===== src/rtl/pwr_seq_pkg.sv =====
package pwr_seq_pkg;

    typedef enum logic [2:0] {
        PS_OFF  = 3'd0,
        PS_SEQ  = 3'd1,
        PS_WDOG = 3'd2,
        PS_ON   = 3'd3,
        PS_SHUT = 3'd4
    } pwr_state_e;

    localparam int RAIL_N = 7;

    // Turn-on delay in ticks for each enable bit.
    localparam int RAIL_DLY [RAIL_N] = '{8, 10, 12, 12, 14, 16, 18};

    function automatic int max_delay();
        int m;
        m = 0;
        for (int i = 0; i < RAIL_N; i++) begin
            if (RAIL_DLY[i] > m) m = RAIL_DLY[i];
        end
        return m;
    endfunction

    localparam int SEQ_LAST = max_delay();

endpackage


===== src/rtl/pwr_seq_tmr.sv =====
module pwr_seq_tmr
    import pwr_seq_pkg::*;
#(
    parameter int LAST   = 18,
    parameter int WIN_MS = 500,
    localparam int CNT_W = $clog2(LAST + 1),
    localparam int WIN_W = $clog2(WIN_MS)
) (
    input  logic             clk,
    input  logic             rst_n,
    input  logic             tick,
    input  pwr_state_e       st,
    output logic [CNT_W-1:0] seq_cnt,
    output logic             seq_done,
    output logic             win_end
);

    localparam logic [CNT_W-1:0] LAST_V = CNT_W'(LAST);
    localparam logic [WIN_W-1:0] WEND_V = WIN_W'(WIN_MS - 1);

    logic [WIN_W-1:0] win_cnt;

    assign seq_done = (seq_cnt == LAST_V);
    assign win_end  = (st == PS_WDOG) && tick && (win_cnt == WEND_V);

    always_ff @(posedge clk or negedge rst_n) begin
        if (!rst_n) begin
            seq_cnt <= '0;
        end else if (st == PS_OFF || st == PS_SHUT) begin
            seq_cnt <= '0;
        end else if (st == PS_SEQ && tick && !seq_done) begin
            seq_cnt <= seq_cnt + 1'b1;
        end
    end

    always_ff @(posedge clk or negedge rst_n) begin
        if (!rst_n) begin
            win_cnt <= '0;
        end else if (st != PS_WDOG) begin
            win_cnt <= '0;
        end else if (tick && !win_end) begin
            win_cnt <= win_cnt + 1'b1;
        end
    end


    seq_bound_chk: assert property (@(posedge clk) disable iff (!rst_n)
        seq_cnt <= LAST_V);


    win_bound_chk: assert property (@(posedge clk) disable iff (!rst_n)
        win_cnt <= WEND_V);


    seq_frozen_chk: assert property (@(posedge clk) disable iff (!rst_n)
        (st == PS_SEQ && !tick) |=> $stable(seq_cnt));

endmodule


===== src/rtl/pwr_seq_fsm.sv =====
module pwr_seq_fsm
    import pwr_seq_pkg::*;
(
    input  logic       clk,
    input  logic       rst_n,
    input  logic       on_evt,
    input  logic       wdog_in,
    input  logic       seq_done,
    input  logic       win_end,
    output pwr_state_e st_q,
    output logic       rails_live,
    output logic       rst_rel
);

    pwr_state_e st_d;

    always_comb begin
        st_d = st_q;
        unique case (st_q)
            PS_OFF:  if (on_evt)   st_d = PS_SEQ;
            PS_SEQ:  if (seq_done) st_d = PS_WDOG;
            PS_WDOG: if (win_end)  st_d = wdog_in ? PS_ON : PS_SHUT;
            PS_ON:   if (!wdog_in) st_d = PS_SHUT;
            PS_SHUT:               st_d = PS_OFF;
            default:               st_d = PS_SHUT;
        endcase
    end

    always_ff @(posedge clk or negedge rst_n) begin
        if (!rst_n) st_q <= PS_OFF;
        else        st_q <= st_d;
    end

    always_comb begin
        rails_live = 1'b0;
        rst_rel    = 1'b0;
        unique case (st_q)
            PS_SEQ:  rails_live = 1'b1;
            PS_WDOG: begin rails_live = 1'b1; rst_rel = 1'b1; end
            PS_ON:   begin rails_live = 1'b1; rst_rel = 1'b1; end
            default: ;
        endcase
    end


    shut_one_cycle_chk: assert property (@(posedge clk) disable iff (!rst_n)
        st_q == PS_SHUT |=> st_q == PS_OFF);


    on_hold_chk: assert property (@(posedge clk) disable iff (!rst_n)
        (st_q == PS_ON && wdog_in) |=> st_q == PS_ON);


    off_idle_chk: assert property (@(posedge clk) disable iff (!rst_n)
        (st_q == PS_OFF && !on_evt) |=> st_q == PS_OFF);


    wdog_stay_chk: assert property (@(posedge clk) disable iff (!rst_n)
        (st_q == PS_WDOG && !win_end) |=> st_q == PS_WDOG);

endmodule


===== src/rtl/pwr_seq_rails.sv =====
module pwr_seq_rails
    import pwr_seq_pkg::*;
#(
    parameter int CNT_W = 5
) (
    input  logic              clk,
    input  logic              rst_n,
    input  logic              live,
    input  logic              shut,
    input  logic [CNT_W-1:0]  cnt,
    output logic [RAIL_N-1:0] en
);

    for (genvar g = 0; g < RAIL_N; g++) begin : g_rail
        localparam logic [CNT_W-1:0] DLY_V = CNT_W'(RAIL_DLY[g]);

        assign en[g] = live && (cnt >= DLY_V);


        rail_hold_chk: assert property (@(posedge clk) disable iff (!rst_n)
            en[g] |=> (en[g] || shut));
    end

endmodule


===== src/rtl/pwr_seq_top.sv =====
module pwr_seq_top
    import pwr_seq_pkg::*;
#(
    parameter int WIN_MS = 500,
    localparam int CNT_W = $clog2(SEQ_LAST + 1)
) (
    input  logic              clk,
    input  logic              rst_n,
    input  logic              tick_ms,
    input  logic              on_evt,
    input  logic              wdog_in,
    output logic [RAIL_N-1:0] rail_en,
    output logic              cpu_rst_n,
    output logic [2:0]        state_o
);

    pwr_state_e       st;
    logic [CNT_W-1:0] seq_cnt;
    logic             seq_done;
    logic             win_end;
    logic             live;
    logic             rel;

    pwr_seq_fsm u_fsm (
        .clk        (clk),
        .rst_n      (rst_n),
        .on_evt     (on_evt),
        .wdog_in    (wdog_in),
        .seq_done   (seq_done),
        .win_end    (win_end),
        .st_q       (st),
        .rails_live (live),
        .rst_rel    (rel)
    );

    pwr_seq_tmr #(.LAST(SEQ_LAST), .WIN_MS(WIN_MS)) u_tmr (
        .clk      (clk),
        .rst_n    (rst_n),
        .tick     (tick_ms),
        .st       (st),
        .seq_cnt  (seq_cnt),
        .seq_done (seq_done),
        .win_end  (win_end)
    );

    pwr_seq_rails #(.CNT_W(CNT_W)) u_rails (
        .clk   (clk),
        .rst_n (rst_n),
        .live  (live),
        .shut  (st == PS_SHUT),
        .cnt   (seq_cnt),
        .en    (rail_en)
    );

    assign cpu_rst_n = rel;
    assign state_o   = st;


    rst_after_rails_chk: assert property (@(posedge clk) disable iff (!rst_n)
        cpu_rst_n |-> (&rail_en));


    pll_last_chk: assert property (@(posedge clk) disable iff (!rst_n)
        rail_en[RAIL_N-1] |-> (&rail_en));


    io_pair_chk: assert property (@(posedge clk) disable iff (!rst_n)
        rail_en[2] == rail_en[3]);


    shut_dark_chk: assert property (@(posedge clk) disable iff (!rst_n)
        (state_o == 3'd4) |-> (rail_en == '0 && !cpu_rst_n));

endmodule


===== config.mk =====
export PLATFORM = sky130hd
export DESIGN_NAME = pwr_seq_top
export DESIGN_NICKNAME = d
export VERILOG_FILES = /design/src/rtl/pwr_seq_pkg.sv /design/src/rtl/pwr_seq_tmr.sv /design/src/rtl/pwr_seq_fsm.sv /design/src/rtl/pwr_seq_rails.sv /design/src/rtl/pwr_seq_top.sv
export SDC_FILE = /design/constraint.sdc
export NUM_CORES = 1
export LEC_CHECK = 0
export ABC_AREA = 1
export BUFFER_PORTS_ARGS = -buffer_cell sky130_fd_sc_hd__buf_2
export CORE_AREA = 5 5 63 65
export DETAILED_ROUTE_END_ITERATION = 8
export DIE_AREA = 0 0 68 70
export PLACE_DENSITY = 0.54
export SYNTH_ARGS = -nofsm -noshare
export SYNTH_HDL_FRONTEND = slang
export SYNTH_SLANG_ARGS = --single-unit

===== constraint.sdc =====
create_clock -name clk -period 1.76 [get_ports clk]
set_clock_uncertainty 0.15 [all_clocks]
set_input_delay 0.176 -clock clk [delete_from_list [all_inputs] [get_ports clk]]
set_output_delay 0.176 -clock clk [all_outputs]
set_load 0.01 [all_outputs]

# After elaboration in Yosys (flattened, before gate mapping)
# Cells that the tools add are included.
[word_totals] reg_bits=17 in_bits=5 output_inout_bits=11 elab_cells=54
[op_classes] add_sub_neg=2 magnitude_cmp=6 eq_ne=11 muxes=12 reduce_logical=20
[ops] cell="5-bit by 4-bit >= comparator with 1-bit output (second input constant)" n=4
[ops] cell="9-bit 2-to-1 mux" n=2
[ops] cell="3-bit 2-to-1 mux" n=5
[ops] cell="3-bit case mux with 5 select lines" n=1
[ops] cell="1-bit logical AND" n=11
[ops] cell="5-bit >= comparator (second input constant)" n=2
[ops] cell="5-bit 2-to-1 mux" n=2
[ops] cell="9-bit by 1-bit adder with 9-bit output (second input constant)" n=1
[ops] cell="9-bit equality test (second input constant)" n=1
[ops] cell="3-bit by 2-bit equality test with 1-bit output (second input constant)" n=2
[ops] cell="5-bit by 1-bit adder with 5-bit output (second input constant)" n=1
[ops] cell="5-bit equality test (second input constant)" n=1
[ops] cell="2-bit by 1-bit inequality test with 1-bit output (second input constant)" n=2
[ops] cell="2-bit inequality test (second input constant)" n=2
[ops] cell="4-bit AND reduction" n=1
[ops] cell="2-bit nonzero test" n=2
[ops] cell="3-bit by 1-bit equality test with 1-bit output (second input constant)" n=1
[ops] cell="3-bit equality test (second input constant)" n=1
[ops] cell="3-bit logical NOT" n=1
[ops] cell="3-bit by 2-bit inequality test with 1-bit output (second input constant)" n=1
[ops] cell="3-bit OR reduction" n=1
[ops] cell="1-bit logical NOT" n=2
[ops] cell="1-bit 2-to-1 mux" n=2
[ops] cell="2-bit OR reduction" n=1
[ops] cell="1-bit logical OR" n=1

# Depth between registers and ports, before layout
# Gate-level depths: netlist of run 1.
[depth] depth_word=7 ltp_mapped=9 mapped_depth_nobuf=9

# Modules after synthesis
# Synthesis of run 1 repeated with hierarchy kept, for this count alone.
[hier_totals] hier_cells=181 area_unflattened_um2=1221.2
[by_module_without_submodules] module="pwr_seq_tmr" n_inst=1 cells_per_inst=127 area_each_um2=898.4 seq_area_each_um2=350.3
[by_module_without_submodules] module="pwr_seq_fsm" n_inst=1 cells_per_inst=36 area_each_um2=239.0 seq_area_each_um2=75.1
[by_module_without_submodules] module="pwr_seq_rails" n_inst=1 cells_per_inst=15 area_each_um2=70.1 seq_area_each_um2=0.0
[by_module_without_submodules] module="pwr_seq_top" n_inst=1 cells_per_inst=3 area_each_um2=13.8 seq_area_each_um2=0.0

# Least setup slack after synthesis of run 1
# Ideal clock, no wire load.
[synth_timing] path_type="reg-to-output" start="register u_fsm.st_q[0]" end="output port rail_en[6]" arrival_time_ps=1183 required_ps=1434 path_slack_ps=251 path_stages_with_launch=7 n_path_buf=0 cell_sequence="dfrtp_1 nor2_1 nor2_2 inv_1 nor2_2 inv_2 a21oi_1"
[synth_via] elab_chain_cells=4 elab_cells_between_ends=6
[synth_lines] element="from (decl)" line_no="pwr_seq_fsm.sv:10" text="output pwr_state_e st_q,"
[synth_lines] element="from (signal assigned)" line_no="pwr_seq_fsm.sv:31" text="else st_q <= st_d;"
[synth_lines] element="3-bit by 1-bit equality test with 1-bit output or 3-bit by 2-bit equality test with 1-bit output (tied branches)" line_no="pwr_seq_fsm.sv:37" text="unique case (st_q)"
[synth_lines] element="3-bit OR reduction (no source line) (*)"
[synth_lines] element="1-bit 2-to-1 mux (*)" line_no="pwr_seq_fsm.sv:37"
[synth_lines] element="1-bit logical AND (*)" line_no="pwr_seq_rails.sv:17" text="assign en[g] = live && (cnt >= DLY_V);"
[synth_lines] element="to (decl)" line_no="pwr_seq_top.sv:12" text="output logic [RAIL_N-1:0] rail_en,"
# Every way passes the cells marked *; elsewhere a longest branch is shown, timed or not.

# Worst setup path in the final report of run 1
[layout_timing] start="register u_fsm.st_q[1]" end="output port rail_en[4]"
# Same word-level chain as after synthesis.

==> report_table.html, run 1 <==
<table>
<tr><th>Metric</th><th>Value</th></tr>
<tr><th colspan="2">Routing</th></tr>
<tr><td>Wirelength, routed</td><td>2670 um</td></tr>
<tr><td>Routed length on met2</td><td>1270 um</td></tr>
<tr><td>DRC violation total after the first TritonRoute iteration</td><td>32</td></tr>
<tr><td>Top layer in use</td><td>met4</td></tr>
<tr><td>Number of iterations in the first detailed-routing pass</td><td>4</td></tr>
<tr><td>Number of vias per cell</td><td>4.54</td></tr>
<tr><td>DR vias</td><td>1,139</td></tr>
<tr><td>Met3 wire length</td><td>96 um</td></tr>
<tr><td>Number of remaining DRC errors</td><td>0</td></tr>
<tr><td>DRT antenna net count</td><td>0</td></tr>
<tr><td>Detailed-route wire length per cell</td><td>10.6 um</td></tr>
<tr><td>Met1 wire length</td><td>1290 um</td></tr>
<tr><th colspan="2">Timing</th></tr>
<tr><td>Hold WS</td><td>0.0254 ns</td></tr>
<tr><td>Setup-violating endpoint count in the final report</td><td>0</td></tr>
<tr><td>Final hold viol count</td><td>0</td></tr>
<tr><td>Fin worst setup slack</td><td>0.0350 ns</td></tr>
<tr><td>Unrepaired setup endpoints after global routing</td><td>yes</td></tr>
<tr><td>Final Slew Violations</td><td>0</td></tr>
<tr><td>Worst Max-Slew Pin Slew</td><td>0.400 ns</td></tr>
<tr><td>Relative slew slack</td><td>0.734</td></tr>
<tr><td>Share of the clock period used by the worst path after layout</td><td>0.980</td></tr>
<tr><td>Upper clock frequency limit</td><td>580 MHz</td></tr>
<tr><td>Fin crit period</td><td>1.73 ns</td></tr>
<tr><th colspan="2">Logic synthesis</th></tr>
<tr><td>Synthesized area divided by synthesized cell count</td><td>6.92 um2</td></tr>
<tr><td>Count of warnings emitted by yosys</td><td>0</td></tr>
<tr><td>Sequential cell area fraction in the yosys report</td><td>0.338</td></tr>
<tr><td>Cell type with the highest aggregate area in the netlist</td><td>sky130_fd_sc_hd__dfrtp_1</td></tr>
<tr><td>Number of nets in the synthesized netlist</td><td>190</td></tr>
<tr><td>Flops &amp; latches, synth</td><td>17</td></tr>
<tr><td>Area fraction of the dominant cell type after synthesis</td><td>0.338</td></tr>
<tr><td>Unique masters post-synth</td><td>25</td></tr>
<tr><td>Largest cells by area after synthesis</td><td>sky130_fd_sc_hd__dfrtp_1 34%, sky130_fd_sc_hd__nand2_1 14%, sky130_fd_sc_hd__nand3_1 10%</td></tr>
<tr><td>Synth Instances</td><td>182</td></tr>
<tr><td>Mapped cell area</td><td>1260 um2</td></tr>
<tr><th colspan="2">Placement</th></tr>
<tr><td>Post-place setup slack</td><td>0.244 ns</td></tr>
<tr><td>Post-detailed-placement cell area</td><td>1390 um2</td></tr>
<tr><td>Half-perimeter wire length after placement</td><td>2030 um</td></tr>
<tr><td>Placer's final routability congestion estimate</td><td>0.839</td></tr>
<tr><td>Placed instance count</td><td>241</td></tr>
<tr><td>I/O Buffers</td><td>15</td></tr>
<tr><th colspan="2">CTS</th></tr>
<tr><td>Max Buffers Root-to-Sink</td><td>2</td></tr>
<tr><td>CTS H-Tree Depth</td><td>1</td></tr>
<tr><td>Clock tree from TritonCTS</td><td>yes</td></tr>
<tr><td>Clock buffer count from CTS</td><td>3</td></tr>
<tr><td>Clk Latency, worst-skew pair</td><td>0.30 ns</td></tr>
<tr><td>Root cell of the clock tree</td><td>sky130_fd_sc_hd__clkbuf_4</td></tr>
<tr><td>Clock-pin slew on the worst setup and hold paths</td><td>0.11 ns</td></tr>
<tr><td>Number of clock sinks</td><td>17</td></tr>
<tr><th colspan="2">Worst setup path</th></tr>
<tr><td>Crit path kind</td><td>register to output port</td></tr>
<tr><td>Start point of the critical path</td><td>u_fsm.st_q[1]</td></tr>
<tr><td>Crit-path max FO</td><td>2</td></tr>
<tr><td>Crit path capture type</td><td>output port</td></tr>
<tr><td>CP Data Required Time</td><td>1.43 ns</td></tr>
<tr><td>Startpoint type of the worst setup path</td><td>register</td></tr>
<tr><td>CP arrival</td><td>1.40 ns</td></tr>
<tr><td>Startpoint of the lowest-slack register-to-register path</td><td>u_fsm.st_q[2]</td></tr>
<tr><th colspan="2">Power and ir drop</th></tr>
<tr><td>Overall power of the completed layout</td><td>0.00168 W</td></tr>
<tr><td>LEAKAGE</td><td>0.799 nW</td></tr>
<tr><td>Power density cells</td><td>1140 nW/um2</td></tr>
<tr><td>Worst VDD drop</td><td>581 uV</td></tr>
<tr><th colspan="2">Floorplan</th></tr>
<tr><td>Horiz. Die Dim</td><td>68 um</td></tr>
<tr><td>Total die area</td><td>4760 um2</td></tr>
<tr><td>Number of top-level design ports</td><td>16</td></tr>
<tr><td>Standard cell core area</td><td>3280 um2</td></tr>
<tr><td>Cell row count</td><td>21</td></tr>
<tr><td>Die Y-Extent</td><td>70 um</td></tr>
<tr><td>Starting density of the core</td><td>0.384</td></tr>
<tr><th colspan="2">Finish</th></tr>
<tr><td>Area of all placed cells without fillers</td><td>1480 um2</td></tr>
<tr><td>Ant diodes</td><td>0</td></tr>
<tr><td>Number of nets in the finished design</td><td>214</td></tr>
<tr><td>Fraction of final layout cells sized beyond drive strength 1</td><td>0.259</td></tr>
<tr><td>Non-filler instance count after layout</td><td>251</td></tr>
<tr><td>Layout area overhead</td><td>17.5%</td></tr>
<tr><th colspan="2">Global route</th></tr>
<tr><td>Global-route usage over all layers</td><td>0.128</td></tr>
<tr><td>Via count of the first global-routing pass</td><td>1,157</td></tr>
<tr><td>Antenna violations before repair</td><td>0</td></tr>
<tr><td>Remaining Overflow, GRT</td><td>0</td></tr>
<tr><td>Global-route wire length before repair</td><td>4930 um</td></tr>
<tr><td>Pin count of the biggest net entering global routing</td><td>18</td></tr>
<tr><th colspan="2">Run status</th></tr>
<tr><td>Result of the run</td><td>completed</td></tr>
<tr><th colspan="2">Min path</th></tr>
<tr><td>Type of the worst min-delay path</td><td>input port to register</td></tr>
<tr><td>Startpoint of the tightest hold check path</td><td>wdog_in</td></tr>
<tr><th colspan="2">Job</th></tr>
<tr><td>Max-cap violation count</td><td>0</td></tr>
</table>
==> through the flow <==
stage / TNS (ns) / utilization
2_1_floorplan: 0 / -
4_1_cts: -0.00148 / 0.441
5_1_grt: -0.143 / 0.451
6_report: 0 / 0.451
3_5_place_dp: 0 / 0.422
3_3_place_gp: 0 / 0.422
==> final timing paths <==
path	to	slack (ns)	depth (start not counted)
worst max register to register	u_tmr.win_cnt[3]	0.16	9
max in group asynchronous	u_tmr.seq_cnt[4]	1.01	2
min in group asynchronous	u_tmr.win_cnt[7]	0.17	2
worst min-delay path	u_fsm.st_q[2]	0.03	4
worst max-delay path	rail_en[4]	0.03	6
worst min register to register	u_tmr.win_cnt[1]	0.40	2
==> per-layer routing <==
metal  global-route usage  up-vias
li1                     -      616
met1                0.170      506
met2                0.208       15
met3               0.0240        2
met4               0.0331        0
met5                    0        -
==> cell usage in the layout (no fill, tap or decap) <==
| cell type | netlist | routed |
|---|---|---|
| sky130_fd_sc_hd__nand2_1 | 47 | 47 |
| sky130_fd_sc_hd__nand3_1 | 26 | 26 |
| sky130_fd_sc_hd__inv_1 | 22 | 21 |
| sky130_fd_sc_hd__dfrtp_1 | 17 | 17 |
| sky130_fd_sc_hd__nor2_1 | 17 | 16 |
| sky130_fd_sc_hd__buf_2 | 3 | 14 |
| sky130_fd_sc_hd__inv_2 | 8 | 9 |
| sky130_fd_sc_hd__buf_4 | 1 | 7 |
| sky130_fd_sc_hd__xor2_1 | 5 | 5 |
| sky130_fd_sc_hd__nor2_2 | 4 | 4 |
| sky130_fd_sc_hd__o21bai_1 | 4 | 4 |
| sky130_fd_sc_hd__o21ai_1 | 2 | 3 |
| sky130_fd_sc_hd__nand2_4 | 3 | 3 |
| sky130_fd_sc_hd__o21ai_0 | 4 | 3 |
| sky130_fd_sc_hd__nand4_1 | 3 | 3 |
| sky130_fd_sc_hd__nand2_2 | 3 | 3 |
| sky130_fd_sc_hd__ha_1 | 3 | 3 |
| sky130_fd_sc_hd__clkbuf_4 | 0 | 3 |
| sky130_fd_sc_hd__nor2_4 | 1 | 2 |
| sky130_fd_sc_hd__a21oi_2 | 1 | 2 |
| sky130_fd_sc_hd__nand3_2 | 2 | 2 |
| sky130_fd_sc_hd__a31oi_1 | 1 | 1 |
| sky130_fd_sc_hd__a21oi_1 | 2 | 1 |
| sky130_fd_sc_hd__o22ai_1 | 1 | 1 |
| sky130_fd_sc_hd__nor2_8 | 1 | 1 |
| sky130_fd_sc_hd__o21ai_2 | 1 | 1 |
| sky130_fd_sc_hd__clkinvlp_4 | 0 | 1 |
| sky130_fd_sc_hd__dlygate4sd3_1 | 0 | 1 |
| sky130_fd_sc_hd__buf_6 | 0 | 1 |
==> flip-flops by register name, summed over array words and instances (netlist names) <==
signal / flops
u_tmr.win_cnt: 9
u_tmr.seq_cnt: 5
u_fsm.st_q: 3
==> power by group <==
part | switching (W) | internal, W | total [W]
clock network | 0.000143 | 0.0000864 | 0.000229
logic | 0.000570 | 0.000346 | 0.000917
registers | 0.0000788 | 0.000457 | 0.000535
total | 0.000792 | 0.000889 | 0.00168
==> area by class of cell <==
type	instances	area (um2)
Multi-Input combinational cell	131	711
Clock buffer	3	22.5
Tap cell	46	57.6
Fill cell	352	1800
Sequential cell	17	425
Clock inverter	1	7.51
Timing Repair Buffer	23	144
Inverter	30	113
==> synth_stat cells <==
master,n
sky130_fd_sc_hd__nand3_2,2
sky130_fd_sc_hd__inv_1,22
sky130_fd_sc_hd__a31oi_1,1
sky130_fd_sc_hd__nand2_4,3
sky130_fd_sc_hd__o21ai_2,1
sky130_fd_sc_hd__nor2_2,4
sky130_fd_sc_hd__nor2_8,1
sky130_fd_sc_hd__dfrtp_1,17
sky130_fd_sc_hd__buf_2,3
sky130_fd_sc_hd__a21oi_1,2
sky130_fd_sc_hd__o21bai_1,4
sky130_fd_sc_hd__nand4_1,3
sky130_fd_sc_hd__nand2_1,47
sky130_fd_sc_hd__o21ai_0,4
sky130_fd_sc_hd__inv_2,8
sky130_fd_sc_hd__nand3_1,26
sky130_fd_sc_hd__a21oi_2,1
sky130_fd_sc_hd__xor2_1,5
sky130_fd_sc_hd__o21ai_1,2
sky130_fd_sc_hd__o22ai_1,1
sky130_fd_sc_hd__nand2_2,3
sky130_fd_sc_hd__ha_1,3
sky130_fd_sc_hd__buf_4,1
sky130_fd_sc_hd__nor2_1,17
sky130_fd_sc_hd__nor2_4,1
==> worst max-delay path, cell delays in order, from the launching register on <==
cell,delay [ns]
sky130_fd_sc_hd__dfrtp_1,0.42
sky130_fd_sc_hd__nor2_2,0.15
sky130_fd_sc_hd__nor2_2,0.07
sky130_fd_sc_hd__buf_4,0.13
sky130_fd_sc_hd__a31oi_1,0.15
sky130_fd_sc_hd__inv_1,0.07
sky130_fd_sc_hd__buf_6,0.12
==> cell families after synthesis <==
family	count (synthesis)	synth area share
buffers and inverters	34	0.107
AO/OA/AOI/OAI	16	0.0795
XOR/XNOR	5	0.0348
flip-flops	17	0.338
AND/OR/NAND/NOR	107	0.411
adder cells (fa/ha/maj)	3	0.0298
==> what timing repair did <==
action	in CTS	in global routing
hold endpoints to repair	17	0
pin swaps	0	3
setup endpoints to repair	4	4
buffers inserted	3	2
hold buffers	1	0
resized for setup	0	6
No activity file was read; power rests on OpenSTA's default activity.
==> run 2, diff against run 1 <==
==> constraint.sdc (replaced) <==
create_clock -name clk -period 1.76 [get_ports clk]
set_clock_uncertainty 0.15 [all_clocks]
set_input_delay 0.264 -clock clk [delete_from_list [all_inputs] [get_ports clk]]
set_output_delay 0.264 -clock clk [all_outputs]
set_load 0.01 [all_outputs]
==> run 2 against run 1 <==
- the flow now finishes with violations (negative setup slack)
- worst setup slack lost 0.083 ns
- sequential cell count unchanged
- combinational power is 6.8% higher
- utilization up 0.84 points
- sequential power grew 1%
- clock power fell by 11%
- largest cell class unchanged
- largest power group unchanged
==> report_table.html, run 2 (synthesis results as in run 1) <==
<table>
<tr><th>Metric</th><th>Value</th></tr>
<tr><th colspan="2">Timing</th></tr>
<tr><td>Worst Max-Slew Pin Slew</td><td>0.399 ns (was 0.400 ns)</td></tr>
<tr><td>Final Slew Violations</td><td>0 (unchanged)</td></tr>
<tr><td>Fin crit period</td><td>1.81 ns (was 1.73 ns)</td></tr>
<tr><td>Setup-violating endpoint count in the final report</td><td>3 (was 0)</td></tr>
<tr><td>Final hold viol count</td><td>0 (unchanged)</td></tr>
<tr><td>Share of the clock period used by the worst path after layout</td><td>1.03 (was 0.980)</td></tr>
<tr><td>Fin worst setup slack</td><td>-0.0479 ns (was 0.0350 ns)</td></tr>
<tr><td>Unrepaired setup endpoints after global routing</td><td>yes (unchanged)</td></tr>
<tr><td>Upper clock frequency limit</td><td>553 MHz (was 580 MHz)</td></tr>
<tr><td>Relative slew slack</td><td>0.734 (about the same)</td></tr>
<tr><td>Fin Setup TNS</td><td>-0.115 ns (was 0 ns)</td></tr>
<tr><th colspan="2">Job</th></tr>
<tr><td>Max-cap violation count</td><td>0 (unchanged)</td></tr>
<tr><th colspan="2">Finish</th></tr>
<tr><td>Most common library cell in the layout ignoring fill and taps</td><td>sky130_fd_sc_hd__nand2_1 (unchanged)</td></tr>
<tr><td>Fraction of final layout cells sized beyond drive strength 1</td><td>0.262 (was 0.259)</td></tr>
<tr><td>Register with the highest flop count</td><td>u_tmr.win_cnt (unchanged)</td></tr>
<tr><td>Max reg flops</td><td>9 (unchanged)</td></tr>
<tr><td>Ant diodes</td><td>0 (unchanged)</td></tr>
<tr><td># fillers</td><td>355 (was 352)</td></tr>
<tr><td>Number of nets in the finished design</td><td>215 (was 214)</td></tr>
<tr><td>Largest regs</td><td>u_tmr.win_cnt: 9 flops, u_tmr.seq_cnt: 5 flops, u_fsm.st_q: 3 flops (unchanged)</td></tr>
<tr><td>Non-filler instance count after layout</td><td>252 (was 251)</td></tr>
<tr><td>Layout area overhead</td><td>19.7% (was 17.5%)</td></tr>
<tr><td>Commonest non-fill, non-tap cells in the layout</td><td>47 x sky130_fd_sc_hd__nand2_1, 26 x sky130_fd_sc_hd__nand3_1, 21 x sky130_fd_sc_hd__inv_1, 17 x sky130_fd_sc_hd__dfrtp_1, 15 x sky130_fd_sc_hd__nor2_1 (was 47 x sky130_fd_sc_hd__nand2_1, 26 x sky130_fd_sc_hd__nand3_1, 21 x sky130_fd_sc_hd__inv_1, 17 x sky130_fd_sc_hd__dfrtp_1, 16 x sky130_fd_sc_hd__nor2_1)</td></tr>
<tr><th colspan="2">Worst setup path</th></tr>
<tr><td>Crit path kind</td><td>register to output port (unchanged)</td></tr>
<tr><td>Crit path capture type</td><td>output port (unchanged)</td></tr>
<tr><td>Crit-path max FO</td><td>3 (was 2)</td></tr>
<tr><td>Delay of the slowest cell on the worst path</td><td>0.43 ns (was 0.42 ns)</td></tr>
<tr><td>Startpoint type of the worst setup path</td><td>register (unchanged)</td></tr>
<tr><td>CP Data Required Time</td><td>1.35 ns (was 1.43 ns)</td></tr>
<tr><td>Worst-path cell with the longest stage delay</td><td>sky130_fd_sc_hd__dfrtp_1 (unchanged)</td></tr>
<tr><td>Cells along the critical path</td><td>nor2_4 -&gt; nor2_4 -&gt; inv_2 -&gt; nor2_4 -&gt; inv_2 -&gt; a21oi_2 -&gt; buf_2 (was nor2_2 -&gt; nor2_2 -&gt; buf_4 -&gt; a31oi_1 -&gt; inv_1 -&gt; buf_6)</td></tr>
<tr><td>CP arrival</td><td>1.39 ns (was 1.40 ns)</td></tr>
<tr><td>Library cell appearing most often on the critical path</td><td>sky130_fd_sc_hd__nor2_4 (was sky130_fd_sc_hd__nor2_2)</td></tr>
<tr><th colspan="2">CTS</th></tr>
<tr><td>Root cell of the clock tree</td><td>sky130_fd_sc_hd__clkbuf_4 (unchanged)</td></tr>
<tr><td>Number of clock sinks</td><td>17 (unchanged)</td></tr>
<tr><td>Max Buffers Root-to-Sink</td><td>2 (unchanged)</td></tr>
<tr><td>Clock-pin slew on the worst setup and hold paths</td><td>0.09 ns (was 0.11 ns)</td></tr>
<tr><td>CTS H-Tree Depth</td><td>1 (unchanged)</td></tr>
<tr><td>Clock tree from TritonCTS</td><td>yes (unchanged)</td></tr>
<tr><td>Clock buffer count from CTS</td><td>3 (unchanged)</td></tr>
<tr><td>Clk Latency, worst-skew pair</td><td>0.29 ns (was 0.30 ns)</td></tr>
<tr><th colspan="2">Floorplan</th></tr>
<tr><td>Starting density of the core</td><td>0.384 (unchanged)</td></tr>
<tr><td>Die Y-Extent</td><td>70 um (unchanged)</td></tr>
<tr><td>Number of top-level design ports</td><td>16 (unchanged)</td></tr>
<tr><td>Horiz. Die Dim</td><td>68 um (unchanged)</td></tr>
<tr><td>Cell row count</td><td>21 (unchanged)</td></tr>
<tr><td>Total die area</td><td>4760 um2 (unchanged)</td></tr>
<tr><td>Standard cell core area</td><td>3280 um2 (unchanged)</td></tr>
<tr><th colspan="2">Global route</th></tr>
<tr><td>Antenna violations before repair</td><td>0 (unchanged)</td></tr>
<tr><td>Global-route usage over all layers</td><td>0.133 (was 0.128)</td></tr>
<tr><td>Pin count of the biggest net entering global routing</td><td>18 (unchanged)</td></tr>
<tr><td>Via count of the first global-routing pass</td><td>1,171 (was 1,157)</td></tr>
<tr><td>Remaining Overflow, GRT</td><td>0 (unchanged)</td></tr>
<tr><td>Global-route wire length before repair</td><td>5020 um (was 4930 um)</td></tr>
<tr><th colspan="2">Min path</th></tr>
<tr><td>Type of the worst min-delay path</td><td>input port to register (unchanged)</td></tr>
<tr><th colspan="2">Run status</th></tr>
<tr><td>Result of the run</td><td>finished, violations left (was completed)</td></tr>
<tr><td>Failing checks</td><td>negative setup slack</td></tr>
<tr><th colspan="2">Placement</th></tr>
<tr><td>Placed instance count</td><td>241 (unchanged)</td></tr>
<tr><td>Placer's final routability congestion estimate</td><td>0.826 (was 0.839)</td></tr>
<tr><td>I/O Buffers</td><td>15 (unchanged)</td></tr>
<tr><td>Half-perimeter wire length after placement</td><td>2070 um (was 2030 um)</td></tr>
<tr><th colspan="2">Power and ir drop</th></tr>
<tr><td>Power density cells</td><td>1140 nW/um2 (about the same)</td></tr>
<tr><td>Worst VDD drop</td><td>710 uV (was 581 uV)</td></tr>
<tr><td>LEAKAGE</td><td>0.809 nW (was 0.799 nW)</td></tr>
<tr><th colspan="2">Routing</th></tr>
<tr><td>Detailed-route wire length per cell</td><td>11.0 um (was 10.6 um)</td></tr>
<tr><td>DRT antenna net count</td><td>0 (unchanged)</td></tr>
<tr><td>DRC violation total after the first TritonRoute iteration</td><td>54 (was 32)</td></tr>
<tr><td>Number of remaining DRC errors</td><td>0 (unchanged)</td></tr>
<tr><td>Number of iterations in the first detailed-routing pass</td><td>4 (unchanged)</td></tr>
<tr><td>DR vias</td><td>1,174 (was 1,139)</td></tr>
<tr><td>Wirelength, routed</td><td>2780 um (was 2670 um)</td></tr>
<tr><td>Number of vias per cell</td><td>4.66 (was 4.54)</td></tr>
</table>
run 2: cell count changes in the layout (fill, tap and decap cells not counted):
cell,change
sky130_fd_sc_hd__buf_6,+1
sky130_fd_sc_hd__nor2_4,+3
sky130_fd_sc_hd__buf_4,+1
sky130_fd_sc_hd__o21ai_1,-1
sky130_fd_sc_hd__clkbuf_1,+1
sky130_fd_sc_hd__buf_2,-1
sky130_fd_sc_hd__nor2_1,-1
sky130_fd_sc_hd__nor2_2,-2
sky130_fd_sc_hd__o21ai_0,+1
sky130_fd_sc_hd__clkinvlp_4,-1
run 2: through the flow:
step                 util  hold WS, ns  worst slack [ns]  power (W)  instance area (um2)
floorplan               -       -0.182             0.163    0.00114                 1260
global placement    0.422       0.0618             0.194    0.00134                 1390
detailed placement  0.422       0.0656             0.167    0.00135                 1390
CTS                 0.444        0.103           -0.0319    0.00166                 1460
global route        0.459        0.115            -0.139    0.00189                 1510
finish              0.459        0.117           -0.0479    0.00173                 1510
run 2: power by group:
part	switching [W]	total, W	internal (W)
sequential	0.0000866	0.000543	0.000457
combinational	0.000602	0.000979	0.000377
clock	0.000115	0.000203	0.0000881
total	0.000804	0.00173	0.000922
run 2: layout make-up:
class	count	area (um2)	area share
multi-input combinational	131	728	0.483
sequential	17	425	0.282
timing repair buffer	24	158	0.105
inverter	30	113	0.0747
tap	46	57.6	0.0382
clock buffer	4	26.3	0.0174
run 2: worst paths after layout:
| check | to | startpoint | slack, ns | cells after the start |
|---|---|---|---|---|
| min in group asynchronous | u_tmr.win_cnt[7] | rst_n | 0.28 | 2 |
| hold reg to reg | u_tmr.win_cnt[1] | u_tmr.win_cnt[1] | 0.40 | 2 |
| hold / removal | u_fsm.st_q[2] | wdog_in | 0.12 | 4 |
| setup / recovery | rail_en[6] | u_fsm.st_q[1] | -0.05 | 7 |
| setup reg to reg | u_fsm.st_q[1] | u_fsm.st_q[0] | 0.11 | 9 |
| max in group asynchronous | u_tmr.seq_cnt[3] | rst_n | 0.91 | 2 |
run 2: repair_timing:
| action | CTS | global route |
|---|---|---|
| hold buffers | 1 | 0 |
| endpoints found under the hold margin | 17 | 0 |
| cloned | 0 | 0 |
| gates resized for setup | 3 | 7 |
| pin swaps | 1 | 3 |
| endpoints found under the setup margin | 5 | 4 |
| buffers inserted | 4 | 2 |
run 2: metal layers:
| layer | GRT usage | part of all wire | vias up |
|---|---|---|---|
| met3 | 0.0353 | 0.040 | 2 |
| met4 | 0.0331 | 0.0050 | 0 |
| met5 | 0 | 0 | - |
| li1 | - | - | 617 |
| met2 | 0.223 | 0.49 | 19 |
| met1 | 0.166 | 0.47 | 536 |
run 2: worst max-delay path, delay by kind of cell, from the launching register on:
| kind | cells | cell delay (ns) |
|---|---|---|
| and+or+nand+nor | 3 | 0.33 |
| AOI/OAI and AO/OA | 1 | 0.09 |
| buffers and inverters | 3 | 0.26 |
| DFF | 1 | 0.43 |
==> run 3, diff against run 2 <==
--- a/config.mk
+++ b/config.mk
@@ -10,7 +10,7 @@
 export CORE_AREA = 5 5 63 65
 export DETAILED_ROUTE_END_ITERATION = 8
 export DIE_AREA = 0 0 68 70
-export PLACE_DENSITY = 0.54
+export PLACE_DENSITY = 0.57
 export SYNTH_ARGS = -nofsm -noshare
 export SYNTH_HDL_FRONTEND = slang
 export SYNTH_SLANG_ARGS = --single-unit
==> constraint.sdc (replaced) <==
create_clock -name clk -period 1.6 [get_ports clk]
set_clock_uncertainty 0.15 [all_clocks]
set_input_delay 0.24 -clock clk [delete_from_list [all_inputs] [get_ports clk]]
set_output_delay 0.24 -clock clk [all_outputs]
set_load 0.01 [all_outputs]
==> run 3 against run 2 <==
- the flow still finishes with violations (negative setup slack)
- first-iteration DRC count grew to 2.7 times the previous value
- die area did not move
- sequential share of layout area fell by 1.7 points
- final cell count is 2.8% higher
- register-to-register slack got worse by 0.08 ns
- non-clock buffer count grew 7
- critical path depth unchanged
- critical endpoint is now rail_en[4]
- largest power group unchanged
- highest routed layer unchanged
==> report_table.html, run 3 (synthesis results as in run 1) <==
<table>
<tr><th>Metric</th><th>Value</th></tr>
<tr><th colspan="2">Floorplan</th></tr>
<tr><td>Starting density of the core</td><td>0.384 (unchanged)</td></tr>
<tr><td>Standard cell core area</td><td>3280 um2 (unchanged)</td></tr>
<tr><td>Cell row count</td><td>21 (unchanged)</td></tr>
<tr><td>Number of top-level design ports</td><td>16 (unchanged)</td></tr>
<tr><td>Horiz. Die Dim</td><td>68 um (unchanged)</td></tr>
<tr><td>Total die area</td><td>4760 um2 (unchanged)</td></tr>
<tr><td>Die Y-Extent</td><td>70 um (unchanged)</td></tr>
<tr><th colspan="2">Timing</th></tr>
<tr><td>Hold WS</td><td>0.0976 ns (was 0.117 ns)</td></tr>
<tr><td>Final Slew Violations</td><td>0 (unchanged)</td></tr>
<tr><td>Unrepaired setup endpoints after global routing</td><td>yes (unchanged)</td></tr>
<tr><td>Share of the clock period used by the worst path after layout</td><td>1.10</td></tr>
<tr><td>Final hold viol count</td><td>0 (unchanged)</td></tr>
<tr><td>Worst Max-Slew Pin Slew</td><td>0.402 ns (was 0.399 ns)</td></tr>
<tr><td>Setup-violating endpoint count in the final report</td><td>6 (was 3)</td></tr>
<tr><td>Fin crit period</td><td>1.77 ns</td></tr>
<tr><td>Relative slew slack</td><td>0.732 (was 0.734)</td></tr>
<tr><td>Upper clock frequency limit</td><td>566 MHz</td></tr>
<tr><td>Fin worst setup slack</td><td>-0.166 ns (was -0.0479 ns)</td></tr>
<tr><th colspan="2">Worst setup path</th></tr>
<tr><td>Startpoint type of the worst setup path</td><td>register (unchanged)</td></tr>
<tr><td>CP arrival</td><td>1.38 ns (was 1.39 ns)</td></tr>
<tr><td>Library cell appearing most often on the critical path</td><td>sky130_fd_sc_hd__nor2_4 (unchanged)</td></tr>
<tr><td>Reg2Reg Depth</td><td>9 (unchanged)</td></tr>
<tr><td>Startpoint of the lowest-slack register-to-register path</td><td>u_fsm.st_q[0] (unchanged)</td></tr>
<tr><td>CP Data Required Time</td><td>1.21 ns (was 1.35 ns)</td></tr>
<tr><td>Crit path kind</td><td>register to output port (unchanged)</td></tr>
<tr><td>Worst-path cell with the longest stage delay</td><td>sky130_fd_sc_hd__dfrtp_2 (was sky130_fd_sc_hd__dfrtp_1)</td></tr>
<tr><td>Setup slack, reg-to-reg</td><td>0.03 ns (was 0.11 ns)</td></tr>
<tr><td>Crit path capture type</td><td>output port (unchanged)</td></tr>
<tr><td>Endpoint of the most critical register-to-register path</td><td>u_tmr.win_cnt[3] (was u_fsm.st_q[1])</td></tr>
<tr><td>Cells along the critical path</td><td>nor2_4 -&gt; nor2_4 -&gt; inv_2 -&gt; nor2_4 -&gt; a31oi_1 -&gt; inv_1 -&gt; buf_2 (was nor2_4 -&gt; nor2_4 -&gt; inv_2 -&gt; nor2_4 -&gt; inv_2 -&gt; a21oi_2 -&gt; buf_2)</td></tr>
<tr><td>Delay of the slowest cell on the worst path</td><td>0.44 ns (was 0.43 ns)</td></tr>
<tr><td>Crit-path max FO</td><td>3 (unchanged)</td></tr>
<tr><th colspan="2">Power and ir drop</th></tr>
<tr><td>Worst VDD drop</td><td>397 uV (was 710 uV)</td></tr>
<tr><td>LEAKAGE</td><td>0.850 nW (was 0.809 nW)</td></tr>
<tr><td>Power density cells</td><td>1270 nW/um2 (was 1140 nW/um2)</td></tr>
<tr><td>Overall power of the completed layout</td><td>0.00204 W (was 0.00173 W)</td></tr>
<tr><th colspan="2">Routing</th></tr>
<tr><td>DR vias</td><td>1,242 (was 1,174)</td></tr>
<tr><td>Met1 wire length</td><td>1410 um (was 1300 um)</td></tr>
<tr><td>Detailed-route wire length per cell</td><td>11.5 um (was 11.0 um)</td></tr>
<tr><td>Number of vias per cell</td><td>4.80 (was 4.66)</td></tr>
<tr><td>Top layer in use</td><td>met4 (unchanged)</td></tr>
<tr><td>DRC violation total after the first TritonRoute iteration</td><td>146 (was 54)</td></tr>
<tr><td>Met3 wire length</td><td>209 um (was 110 um)</td></tr>
<tr><td>Number of iterations in the first detailed-routing pass</td><td>4 (unchanged)</td></tr>
<tr><td>Wirelength, routed</td><td>2980 um (was 2780 um)</td></tr>
<tr><td>DRT antenna net count</td><td>0 (unchanged)</td></tr>
<tr><td>Routed length on met2</td><td>1340 um (was 1360 um)</td></tr>
<tr><td>Number of remaining DRC errors</td><td>0 (unchanged)</td></tr>
<tr><th colspan="2">Global route</th></tr>
<tr><td>Remaining Overflow, GRT</td><td>0 (unchanged)</td></tr>
<tr><td>Global-route usage over all layers</td><td>0.129 (was 0.133)</td></tr>
<tr><td>Antenna violations before repair</td><td>0 (unchanged)</td></tr>
<tr><td>Global-route wire length before repair</td><td>4850 um (was 5020 um)</td></tr>
<tr><td>Pin count of the biggest net entering global routing</td><td>18 (unchanged)</td></tr>
<tr><td>Via count of the first global-routing pass</td><td>1,085 (was 1,171)</td></tr>
<tr><th colspan="2">Finish</th></tr>
<tr><td>Max reg flops</td><td>9 (unchanged)</td></tr>
<tr><td># fillers</td><td>328 (was 355)</td></tr>
<tr><td>Ant diodes</td><td>0 (unchanged)</td></tr>
<tr><td>Most common library cell in the layout ignoring fill and taps</td><td>sky130_fd_sc_hd__nand2_1 (unchanged)</td></tr>
<tr><td>Largest regs</td><td>u_tmr.win_cnt: 9 flops, u_tmr.seq_cnt: 5 flops, u_fsm.st_q: 3 flops (unchanged)</td></tr>
<tr><td>Number of nets in the finished design</td><td>222 (was 215)</td></tr>
<tr><td>Fraction of final layout cells sized beyond drive strength 1</td><td>0.310 (was 0.262)</td></tr>
<tr><td>Commonest non-fill, non-tap cells in the layout</td><td>46 x sky130_fd_sc_hd__nand2_1, 25 x sky130_fd_sc_hd__nand3_1, 21 x sky130_fd_sc_hd__inv_1, 16 x sky130_fd_sc_hd__dfrtp_1 (was 47 x sky130_fd_sc_hd__nand2_1, 26 x sky130_fd_sc_hd__nand3_1, 21 x sky130_fd_sc_hd__inv_1, 17 x sky130_fd_sc_hd__dfrtp_1, 15 x sky130_fd_sc_hd__nor2_1)</td></tr>
<tr><td>Register with the highest flop count</td><td>u_tmr.win_cnt (unchanged)</td></tr>
<tr><td>Layout area overhead</td><td>27.8% (was 19.7%)</td></tr>
<tr><th colspan="2">CTS</th></tr>
<tr><td>Max Buffers Root-to-Sink</td><td>2 (unchanged)</td></tr>
<tr><td>Root cell of the clock tree</td><td>sky130_fd_sc_hd__clkbuf_4 (unchanged)</td></tr>
<tr><td>CTS H-Tree Depth</td><td>1 (unchanged)</td></tr>
<tr><td>Clk Latency, worst-skew pair</td><td>0.28 ns (was 0.29 ns)</td></tr>
<tr><td>Clock tree from TritonCTS</td><td>yes (unchanged)</td></tr>
<tr><td>Clock-pin slew on the worst setup and hold paths</td><td>0.10 ns (was 0.09 ns)</td></tr>
<tr><td>Number of clock sinks</td><td>17 (unchanged)</td></tr>
<tr><td>Clock buffer count from CTS</td><td>3 (unchanged)</td></tr>
<tr><th colspan="2">Min path</th></tr>
<tr><td>Worst hold endpoint</td><td>u_fsm.st_q[2] (unchanged)</td></tr>
<tr><td>Type of the worst min-delay path</td><td>input port to register (unchanged)</td></tr>
<tr><td>WHS Path Cells</td><td>4 (unchanged)</td></tr>
<tr><td>Startpoint of the tightest hold check path</td><td>wdog_in (unchanged)</td></tr>
<tr><th colspan="2">Placement</th></tr>
<tr><td>Half-perimeter wire length after placement</td><td>2130 um (was 2070 um)</td></tr>
<tr><td>I/O Buffers</td><td>15 (unchanged)</td></tr>
<tr><td>Placer's final routability congestion estimate</td><td>0.837 (was 0.826)</td></tr>
<tr><td>Post-place setup slack</td><td>0.0522 ns (was 0.167 ns)</td></tr>
<tr><th colspan="2">Run status</th></tr>
<tr><td>Failing checks</td><td>negative setup slack (unchanged)</td></tr>
<tr><td>Result of the run</td><td>finished, violations left (unchanged)</td></tr>
<tr><th colspan="2">Job</th></tr>
<tr><td>Max-cap violation count</td><td>0 (unchanged)</td></tr>
</table>
==> run 3: cell count changes in the layout (fill, tap and decap cells not counted), sizes merged <==
cell | before | now
buf | 23 | 30
==> run 3: how the worst max path moves through the flow <==
stage,slack [ns],cells past startpoint,to,startpoint
after global placement,0.11,7,rail_en[6],u_fsm.st_q[0]
after global routing,-0.25,7,rail_en[4],u_fsm.st_q[1]
after floorplan,0.03,6,rail_en[6],u_fsm.st_q[0]
final,-0.17,7,rail_en[4],u_fsm.st_q[1]
after CTS,-0.14,7,rail_en[4],u_fsm.st_q[0]
after detailed placement,0.05,7,rail_en[4],u_fsm.st_q[0]
==> run 3: critical path: cells and delay by family, from the launching register on <==
family                 cells  cell delay [ns]
DFF                        1             0.44
and+or+nand+nor            3             0.24
buffers and inverters      3             0.25
AOI/OAI and AO/OA          1             0.15
==> run 3: area by class of cell <==
| cell class | count | area, um2 | share of cell area |
|---|---|---|---|
| Inverter | 30 | 123 | 0.0761 |
| Clock buffer | 4 | 26.3 | 0.0163 |
| Timing Repair Buffer | 31 | 213 | 0.132 |
| Multi-Input combinational cell | 131 | 764 | 0.475 |
| Sequential cell | 17 | 427 | 0.265 |
| Tap cell | 46 | 57.6 | 0.0357 |
==> run 3: metal layers <==
| layer | global-route usage | vias up |
|---|---|---|
| met5 | 0 | - |
| met4 | 0.0508 | 0 |
| met3 | 0.0321 | 2 |
| met2 | 0.183 | 31 |
| met1 | 0.184 | 575 |
| li1 | - | 634 |
==> run 3: stage by stage <==
| step | cell area (um2) | setup TNS (ns) | cells | util |
|---|---|---|---|---|
| 2_1_floorplan | 1260 | 0 | 182 | - |
| 3_3_place_gp | 1400 | 0 | 243 | 0.426 |
| 3_5_place_dp | 1400 | 0 | 243 | 0.426 |
| 4_1_cts | 1490 | -0.483 | 252 | 0.453 |
| 5_1_grt | 1610 | -1.43 | 259 | 0.490 |
| 6_report | 1610 | -0.514 | 259 | 0.490 |
==> run 3: power breakdown <==
part | leakage, nW | switching [W] | internal, W
combinational | 0.604 | 0.000732 | 0.000485
sequential | 0.231 | 0.0000916 | 0.000504
clock | 0.0150 | 0.000134 | 0.0000968
total | 0.850 | 0.000957 | 0.00109
==> run 3: timing repair <==
action                                  4_1_cts  5_1_grt
setup buffers                                 4        7
hold endpoints to repair                     17        0
hold buffers                                  1        0
gates resized for setup                       8       19
pin swaps                                     2        9
endpoints found under the setup margin        7       23
